--- src/rtl/tx_trk_pkg.sv ---
`timescale 1ns/1ps
package tx_trk_pkg;

    typedef enum logic [1:0] {
        TS_IDLE     = 2'b00,
        TS_SOLO_RD  = 2'b01,
        TS_SOLO_WR  = 2'b10,
        TS_MULTI_RD = 2'b11
    } tstate_e;

    typedef struct packed {
        logic    conflict;
        tstate_e nxt;
    } step_t;

    // Tag transition for one accepted access; conflict leaves the tag as is.
    function automatic step_t tx_step(tstate_e cur, logic wr, logic own);
        step_t r;
        r.conflict = 1'b0;
        r.nxt      = cur;
        unique case (cur)
            TS_IDLE:     r.nxt = wr ? TS_SOLO_WR : TS_SOLO_RD;
            TS_SOLO_RD: begin
                if (wr)        r.conflict = 1'b1;
                else if (!own) r.nxt = TS_MULTI_RD;
            end
            TS_SOLO_WR: begin
                if (!own) r.conflict = 1'b1;
            end
            TS_MULTI_RD: begin
                if (wr) r.conflict = 1'b1;
            end
            default: r.nxt = cur;
        endcase
        return r;
    endfunction

endpackage

--- src/rtl/tx_state_table.sv ---
`timescale 1ns/1ps
module tx_state_table
    import tx_trk_pkg::*;
#(
    parameter int ADDR_W = 4
) (
    input  logic              clk,
    input  logic              rst_n,
    input  logic [ADDR_W-1:0] rd_addr,
    output tstate_e           rd_state,
    input  logic              acc_we,
    input  logic [ADDR_W-1:0] acc_addr,
    input  tstate_e           acc_state,
    input  logic              fix_we,
    input  logic [ADDR_W-1:0] fix_addr,
    input  tstate_e           fix_state
);
    localparam int NBLK = 1 << ADDR_W;

    logic [NBLK-1:0][1:0] st_d, st_q;

    assign rd_state = tstate_e'(st_q[rd_addr]);

    always_comb begin
        st_d = st_q;
        if (acc_we) st_d[acc_addr] = acc_state;
        // Completion of a log scan wins if both ever aim at one block.
        if (fix_we) st_d[fix_addr] = fix_state;
    end

    always_ff @(posedge clk) begin
        if (!rst_n) st_q <= '0;
        else        st_q <= st_d;
    end

    // a stale multiple-reader tag survives every access-side write
    a_r5_multi_sticky: assert property (@(posedge clk) disable iff (!rst_n)
        (acc_we && tstate_e'(st_q[acc_addr]) == TS_MULTI_RD
         && !(fix_we && fix_addr == acc_addr))
        |=> tstate_e'(st_q[$past(acc_addr)]) == TS_MULTI_RD);

endmodule

--- src/rtl/tx_busy_buf.sv ---
`timescale 1ns/1ps
module tx_busy_buf #(
    parameter int SLOTS  = 4,
    parameter int ADDR_W = 4,
    localparam int SLOT_W = (SLOTS > 1) ? $clog2(SLOTS) : 1
) (
    input  logic              clk,
    input  logic              rst_n,
    input  logic [ADDR_W-1:0] lk_addr,
    output logic              hit,
    output logic              full,
    input  logic              alloc,
    input  logic [ADDR_W-1:0] alloc_addr,
    output logic              pend_vld,
    output logic [SLOT_W-1:0] pend_slot,
    output logic [ADDR_W-1:0] pend_addr,
    input  logic              issue,
    input  logic              done,
    input  logic [SLOT_W-1:0] done_slot,
    output logic              done_hit,
    output logic [ADDR_W-1:0] done_addr
);
    typedef struct packed {
        logic              vld;
        logic              iss;
        logic [ADDR_W-1:0] addr;
    } slot_t;

    slot_t [SLOTS-1:0] s_d, s_q;
    logic [SLOT_W-1:0] free_slot;
    logic              found_free;

    always_comb begin
        s_d        = s_q;
        hit        = 1'b0;
        full       = 1'b1;
        found_free = 1'b0;
        free_slot  = '0;
        pend_vld   = 1'b0;
        pend_slot  = '0;
        pend_addr  = '0;
        done_hit   = 1'b0;
        done_addr  = '0;
        for (int i = 0; i < SLOTS; i++) begin
            if (s_q[i].vld && s_q[i].addr == lk_addr) hit = 1'b1;
            if (!s_q[i].vld) begin
                full = 1'b0;
                if (!found_free) begin
                    found_free = 1'b1;
                    free_slot  = SLOT_W'(i);
                end
            end
            if (s_q[i].vld && !s_q[i].iss && !pend_vld) begin
                pend_vld  = 1'b1;
                pend_slot = SLOT_W'(i);
                pend_addr = s_q[i].addr;
            end
            if (done && done_slot == SLOT_W'(i) && s_q[i].vld && s_q[i].iss) begin
                done_hit  = 1'b1;
                done_addr = s_q[i].addr;
            end
        end
        if (issue && pend_vld) s_d[pend_slot].iss = 1'b1;
        if (done_hit)          s_d[done_slot]     = '0;
        if (alloc && found_free) begin
            s_d[free_slot].vld  = 1'b1;
            s_d[free_slot].iss  = 1'b0;
            s_d[free_slot].addr = alloc_addr;
        end
    end

    always_ff @(posedge clk) begin
        if (!rst_n) s_q <= '0;
        else        s_q <= s_d;
    end

    // the access side never allocates into a full buffer
    a_r8_no_overflow: assert property (@(posedge clk) disable iff (!rst_n)
        alloc |-> !full);

    // a completed slot is empty one edge later
    a_r10_slot_freed: assert property (@(posedge clk) disable iff (!rst_n)
        done_hit |=> !s_q[$past(done_slot)].vld);

    // an ungranted scan request stays up
    a_r9_req_held: assert property (@(posedge clk) disable iff (!rst_n)
        (pend_vld && !issue) |=> pend_vld);

endmodule

--- src/rtl/tx_shared_tracker.sv ---
`timescale 1ns/1ps
module tx_shared_tracker
    import tx_trk_pkg::*;
#(
    parameter int ADDR_W = 4,
    parameter int SLOTS  = 4,
    localparam int SLOT_W = (SLOTS > 1) ? $clog2(SLOTS) : 1
) (
    input  logic              clk,
    input  logic              rst_n,
    input  logic              req_valid,
    input  logic              req_write,
    input  logic              req_own,
    input  logic [ADDR_W-1:0] req_addr,
    output logic              req_stall,
    output logic              resp_valid,
    output logic              resp_conflict,
    output logic              walk_req_valid,
    output logic [ADDR_W-1:0] walk_req_addr,
    output logic [SLOT_W-1:0] walk_req_slot,
    input  logic              walk_req_ready,
    input  logic              walk_done,
    input  logic [SLOT_W-1:0] walk_done_slot,
    input  logic [1:0]        walk_done_state
);
    typedef struct packed {
        logic rv;
        logic rc;
    } resp_t;

    resp_t             r_d, r_q;
    tstate_e           cur_state;
    step_t             stp;
    logic              busy_hit, busy_full;
    logic              accept, acc_we, alloc, issue;
    logic              done_hit;
    logic [ADDR_W-1:0] done_addr;
    tstate_e           fix_state;

    always_comb begin
        stp       = tx_step(cur_state, req_write, req_own);
        req_stall = req_valid && (busy_hit || (stp.conflict && busy_full));
        accept    = req_valid && !req_stall;
        acc_we    = accept && !stp.conflict;
        alloc     = accept && stp.conflict;
        issue     = walk_req_valid && walk_req_ready;
        fix_state = (walk_done_state == 2'b11) ? TS_IDLE : tstate_e'(walk_done_state);
        r_d.rv    = accept;
        r_d.rc    = accept && stp.conflict;
    end

    always_ff @(posedge clk) begin
        if (!rst_n) r_q <= '0;
        else        r_q <= r_d;
    end

    assign resp_valid    = r_q.rv;
    assign resp_conflict = r_q.rc;

    tx_state_table #(.ADDR_W(ADDR_W)) u_table (
        .clk       (clk),
        .rst_n     (rst_n),
        .rd_addr   (req_addr),
        .rd_state  (cur_state),
        .acc_we    (acc_we),
        .acc_addr  (req_addr),
        .acc_state (stp.nxt),
        .fix_we    (done_hit),
        .fix_addr  (done_addr),
        .fix_state (fix_state)
    );

    tx_busy_buf #(.SLOTS(SLOTS), .ADDR_W(ADDR_W)) u_busy (
        .clk        (clk),
        .rst_n      (rst_n),
        .lk_addr    (req_addr),
        .hit        (busy_hit),
        .full       (busy_full),
        .alloc      (alloc),
        .alloc_addr (req_addr),
        .pend_vld   (walk_req_valid),
        .pend_slot  (walk_req_slot),
        .pend_addr  (walk_req_addr),
        .issue      (issue),
        .done       (walk_done),
        .done_slot  (walk_done_slot),
        .done_hit   (done_hit),
        .done_addr  (done_addr)
    );

    // a response only follows an accepted request
    a_r6_resp_follows: assert property (@(posedge clk) disable iff (!rst_n)
        resp_valid |-> ($past(req_valid) && !$past(req_stall)));

    // a conflict response always comes with a scan request or busy slot in use
    a_r4_conflict_tracked: assert property (@(posedge clk) disable iff (!rst_n)
        resp_conflict |-> (walk_req_valid || $past(walk_req_ready)));

endmodule

--- config.mk ---
export PLATFORM = sky130hd
export DESIGN_NAME = tx_shared_tracker
export DESIGN_NICKNAME = d
export VERILOG_FILES = /design/src/rtl/tx_trk_pkg.sv /design/src/rtl/tx_state_table.sv /design/src/rtl/tx_busy_buf.sv /design/src/rtl/tx_shared_tracker.sv
export SDC_FILE = /design/constraint.sdc
export NUM_CORES = 1
export LEC_CHECK = 0
export BUFFER_PORTS_ARGS = -buffer_cell sky130_fd_sc_hd__buf_2
export CAP_MARGIN = 5
export CORE_MARGIN = 2
export CORE_UTILIZATION = 60
export CTS_BUF_LIST = sky130_fd_sc_hd__clkbuf_4
export CTS_CLUSTER_SIZE = 40
export DETAILED_ROUTE_END_ITERATION = 7
export HOLD_SLACK_MARGIN = 0.05
export PLACE_DENSITY = 0.82
export SYNTH_ARGS = -nofsm -noshare
export SYNTH_HDL_FRONTEND = slang
export SYNTH_HIERARCHICAL = 1
export SYNTH_SLANG_ARGS = --single-unit
export TNS_END_PERCENT = 20
--- constraint.sdc ---
create_clock -name clk -period 8.95 [get_ports clk]
set_input_delay 1.79 -clock clk [delete_from_list [all_inputs] [get_ports clk]]
set_output_delay 1.79 -clock clk [all_outputs]
set_load 0.01 [all_outputs]
==> impl_results.md <==
- Total number of yosys warnings: 6
- Tot GR Track Use: 0.321
- Num CTS Buffers: 9
- Area post-placement: about 3800 µm²
- Tmin final: approximately 5900 ps
- Synth unique cells: 55
- Via count: roughly 4,000
- Post-synth EDFFs: 0
- Slew headroom: 0.268
- WHS: between 500 and 600 ps
- Nature of the critical path startpoint: input pin
- Flip-flop and latch area: 1160 µm²
- Antenna violations before repair: 0
- Synthesized area: around 3800 µm²
- Syn Area/Cell: approximately 8.1 µm²
- Nets: just under 500
- Hpwl dp: 7280 µm
- First-pass GRT wire length: ~18,000 µm
- Flops & latches, synth: 58
- ANT nets after route: 0
- Area of the multi-input gates: ~2400 µm²
- Diodes inserted: 0
- Critical Path Max Stage Delay: ~570 ps
- Cell depth of the worst flop-to-flop path: 9
- Starting DRT DRC Count: roughly 670
- TritonRoute pass-1 iters: 8
- RR Endpoint: u_busy/s_q[19]$_SDFF_PN0_
- Final setup violation count: 0
- Filler cell count: around 530
- Required @ worst endpoint: 7160 ps
- Overflow after GRT: 0
- Max-cap violation count: 0
- Hold Path End: u_table/st_q[1]$_SDFF_PN0_
- Worst hold path type: flip-flop to flip-flop
- PD cells: about 130 nW/µm²
- Failing checks: design-rule violations
- Period utilization: 0.656
- Chip width: roughly 84 µm
- Largest net degree at the start of global routing: 58
- Final routed DRC violation total: 5
- CTS Root Cell: clkbuf_4
- GPL Wtd Cong: roughly 0.95
- RSZ-0062 raised after global routing: false
- Routed vias/inst: just over 7
- Post-Route Setup TNS: 0 ps
- Vias in the first global route: around 3,600
- CP max FO: 24
- Non-Filler Instances: ~550
- CTS tree: built
- Fmax: 170 MHz
- Register area share after synthesis: 0.305
- Rows: 29
- Hold Path Stages: 2
- Outcome: complete, but fails checks
- CP max-delay cell: mux4_2
- Clock Sinks: a little under 60
- FF-to-FF setup slack: about 5400 ps
- Syn_nets: a little under 500
- CP arrival: slightly above 4000 ps
- Top cell by count, worst path: buf_2
- Ys async rst share: 0
- Max Slew Vio Count: 0
- CP cell instances: buf_2 -> mux4_2 -> a22oi_1 -> nand3_1 -> or3b_4 -> a21oi_1 -> buf_2
- Setup CP Type: input pin to primary output
- Worst-Margin Slew: between 1000 and 1500 ps
- Core footprint: ~6200 µm²
- Syn Inst Count: 468
- Maximum VDD drop: 0.0691 mV
- Ratio of cells with drive above 1 in the final layout: 0.144
- R2R Path Start: u_table/st_q[14]$_SDFF_PN0_
- Routed WL per cell: between 20 and 25 µm
- Resized Gates After CTS: 0
- Die area: 6990 µm²
- Port Buf Inserts: 24
- WL final: 11,500 µm
- Starting density of the core: 0.609
- Hold-fix buffers at CTS: 0
- I/O pin cnt: 25
- Leakage power: around 0.0014 µW
- Placed Cells: between 500 and 600
- Area growth syn-to-layout: 4.01%
- Number of H-tree levels: 3
- Worst hold start: u_table/st_q[1]$_SDFF_PN0_
- Worst-path clk slew: 100 ps
- Die H: approximately 84 µm
- Post-CTS Setup Bufs: 0
- Skew-Pair Late Insertion Delay: between 400 and 500 ps
- Worst Setup End Kind: primary output
- Predominant post-synthesis flop cell: dfxtp_1
- Post-Route Utilization: 0.634
- Final instance area: a little under 4000 µm²
- Final worst clock skew: around 15 ps
- Hold Fails Final Rpt: 0
- CTS Buffer Depth: 2
==> stage by stage <==
stage          total power (µW)  setup slack (ps)
3_5_place_dp                319              3130
4_1_cts                     497              3120
3_3_place_gp                318              3170
2_1_floorplan               302              3680
5_1_grt                     513              2960
6_report                    500              3080
==> cell usage after synthesis (8+ instances only) <==
| cell type | n | area (µm²) |
|---|---|---|
| o21ai_0 | 36 | 180 |
| a21boi_0 | 13 | 97.6 |
| mux4_2 | 8 | 180 |
| dfxtp_1 | 58 | 1160 |
| clkbuf_1 | 21 | 78.8 |
| inv_1 | 8 | 30.0 |
| o31ai_1 | 32 | 240 |
| a31oi_1 | 33 | 206 |
| nand2_1 | 36 | 135 |
| xor2_1 | 12 | 105 |
| a21oi_1 | 10 | 50.1 |
| nor2b_1 | 19 | 119 |
| nor2_1 | 14 | 52.6 |
| nand3_1 | 62 | 310 |
==> worst max-delay path, delay by kind of cell <==
kind                   cells  cell delay (ps)
AOI/OAI and AO/OA          2              350
buffers and inverters      2              590
muxes                      1              570
and+or+nand+nor            2              760
==> flip-flops by register name, indices dropped and copies added (netlist names) <==
signal         cells
resp_valid         1
u_table/st_q      32
u_busy/s_q        24
resp_conflict      1
==> power by group <==
part | leakage [µW] | internal (µW) | switching, µW
logic | 0.000819 | 17.7 | 37.2
registers | 0.000468 | 260 | 1.49
clock network | 0.0000706 | 81.8 | 101
==> cells by family (layout without fill, tap and decap cells) <==
kind of cell,count (synthesis),after routing,synth area share
mux,11,11,0.0553
compound gates,149,149,0.264
simple gates,187,187,0.274
buf+inv,47,51,0.0641
xor+xnor,16,16,0.0368
flops,58,58,0.305
==> cell usage in the layout (no fill, tap or decap), types with 2 or more instances in the layout <==
cell / netlist / final
nand3_1: 62 / 62
dfxtp_1: 58 / 58
o21ai_0: 36 / 36
nand2_1: 36 / 36
a31oi_1: 33 / 33
o31ai_1: 32 / 32
buf_2: 6 / 24
nor2b_1: 19 / 19
nor2_1: 14 / 14
a21boi_0: 13 / 13
xor2_1: 12 / 12
a21oi_1: 10 / 10
clkbuf_4: 0 / 9
inv_1: 8 / 8
mux4_2: 8 / 8
nand2b_1: 7 / 7
nand3b_1: 5 / 5
and3_1: 5 / 5
nor3_1: 5 / 5
and4_1: 4 / 4
nand4_1: 4 / 4
o22ai_1: 4 / 4
a222oi_1: 4 / 4
a21oi_2: 4 / 4
xnor2_1: 4 / 4
or2_2: 4 / 4
and3b_1: 4 / 4
clkinv_2: 0 / 3
a221oi_1: 3 / 3
nor2_2: 3 / 3
or3b_1: 3 / 3
mux2i_1: 3 / 3
buf_4: 1 / 3
clkinv_1: 0 / 2
nor3b_2: 2 / 2
a22oi_1: 2 / 2
==> layer usage <==
layer	share of wire	vias up	track usage	routed length (µm)
li1	-	1762	-	-
met1	0.40	1847	0.445	4590
met2	0.43	314	0.479	4960
met3	0.13	68	0.0732	1460
met4	0.038	0	0.142	441
met5	0	-	0	0
==> worst max-delay path by stage <==
| stage | cells after the start | endpoint | slack [ps] | start |
|---|---|---|---|---|
| 3_5_place_dp | 7 | req_stall | 3130 | req_addr[0] |
| 2_1_floorplan | 6 | req_stall | 3680 | req_addr[1] |
| 4_1_cts | 7 | req_stall | 3120 | req_addr[0] |
| 6_report | 7 | req_stall | 3080 | req_addr[1] |
| 5_1_grt | 7 | req_stall | 2960 | req_addr[1] |
| 3_3_place_gp | 7 | req_stall | 3170 | req_addr[1] |
==> area by class of cell <==
cell class	count	area share
Clock inverter	7	0.0152
Multi-Input combinational cell	363	0.606
Clock buffer	9	0.0171
Timing Repair Buffer	27	0.0361
Tap cell	77	0.0244
Inverter	8	0.00759
Sequential cell	58	0.293
No activity file was read; power rests on OpenSTA's default activity.
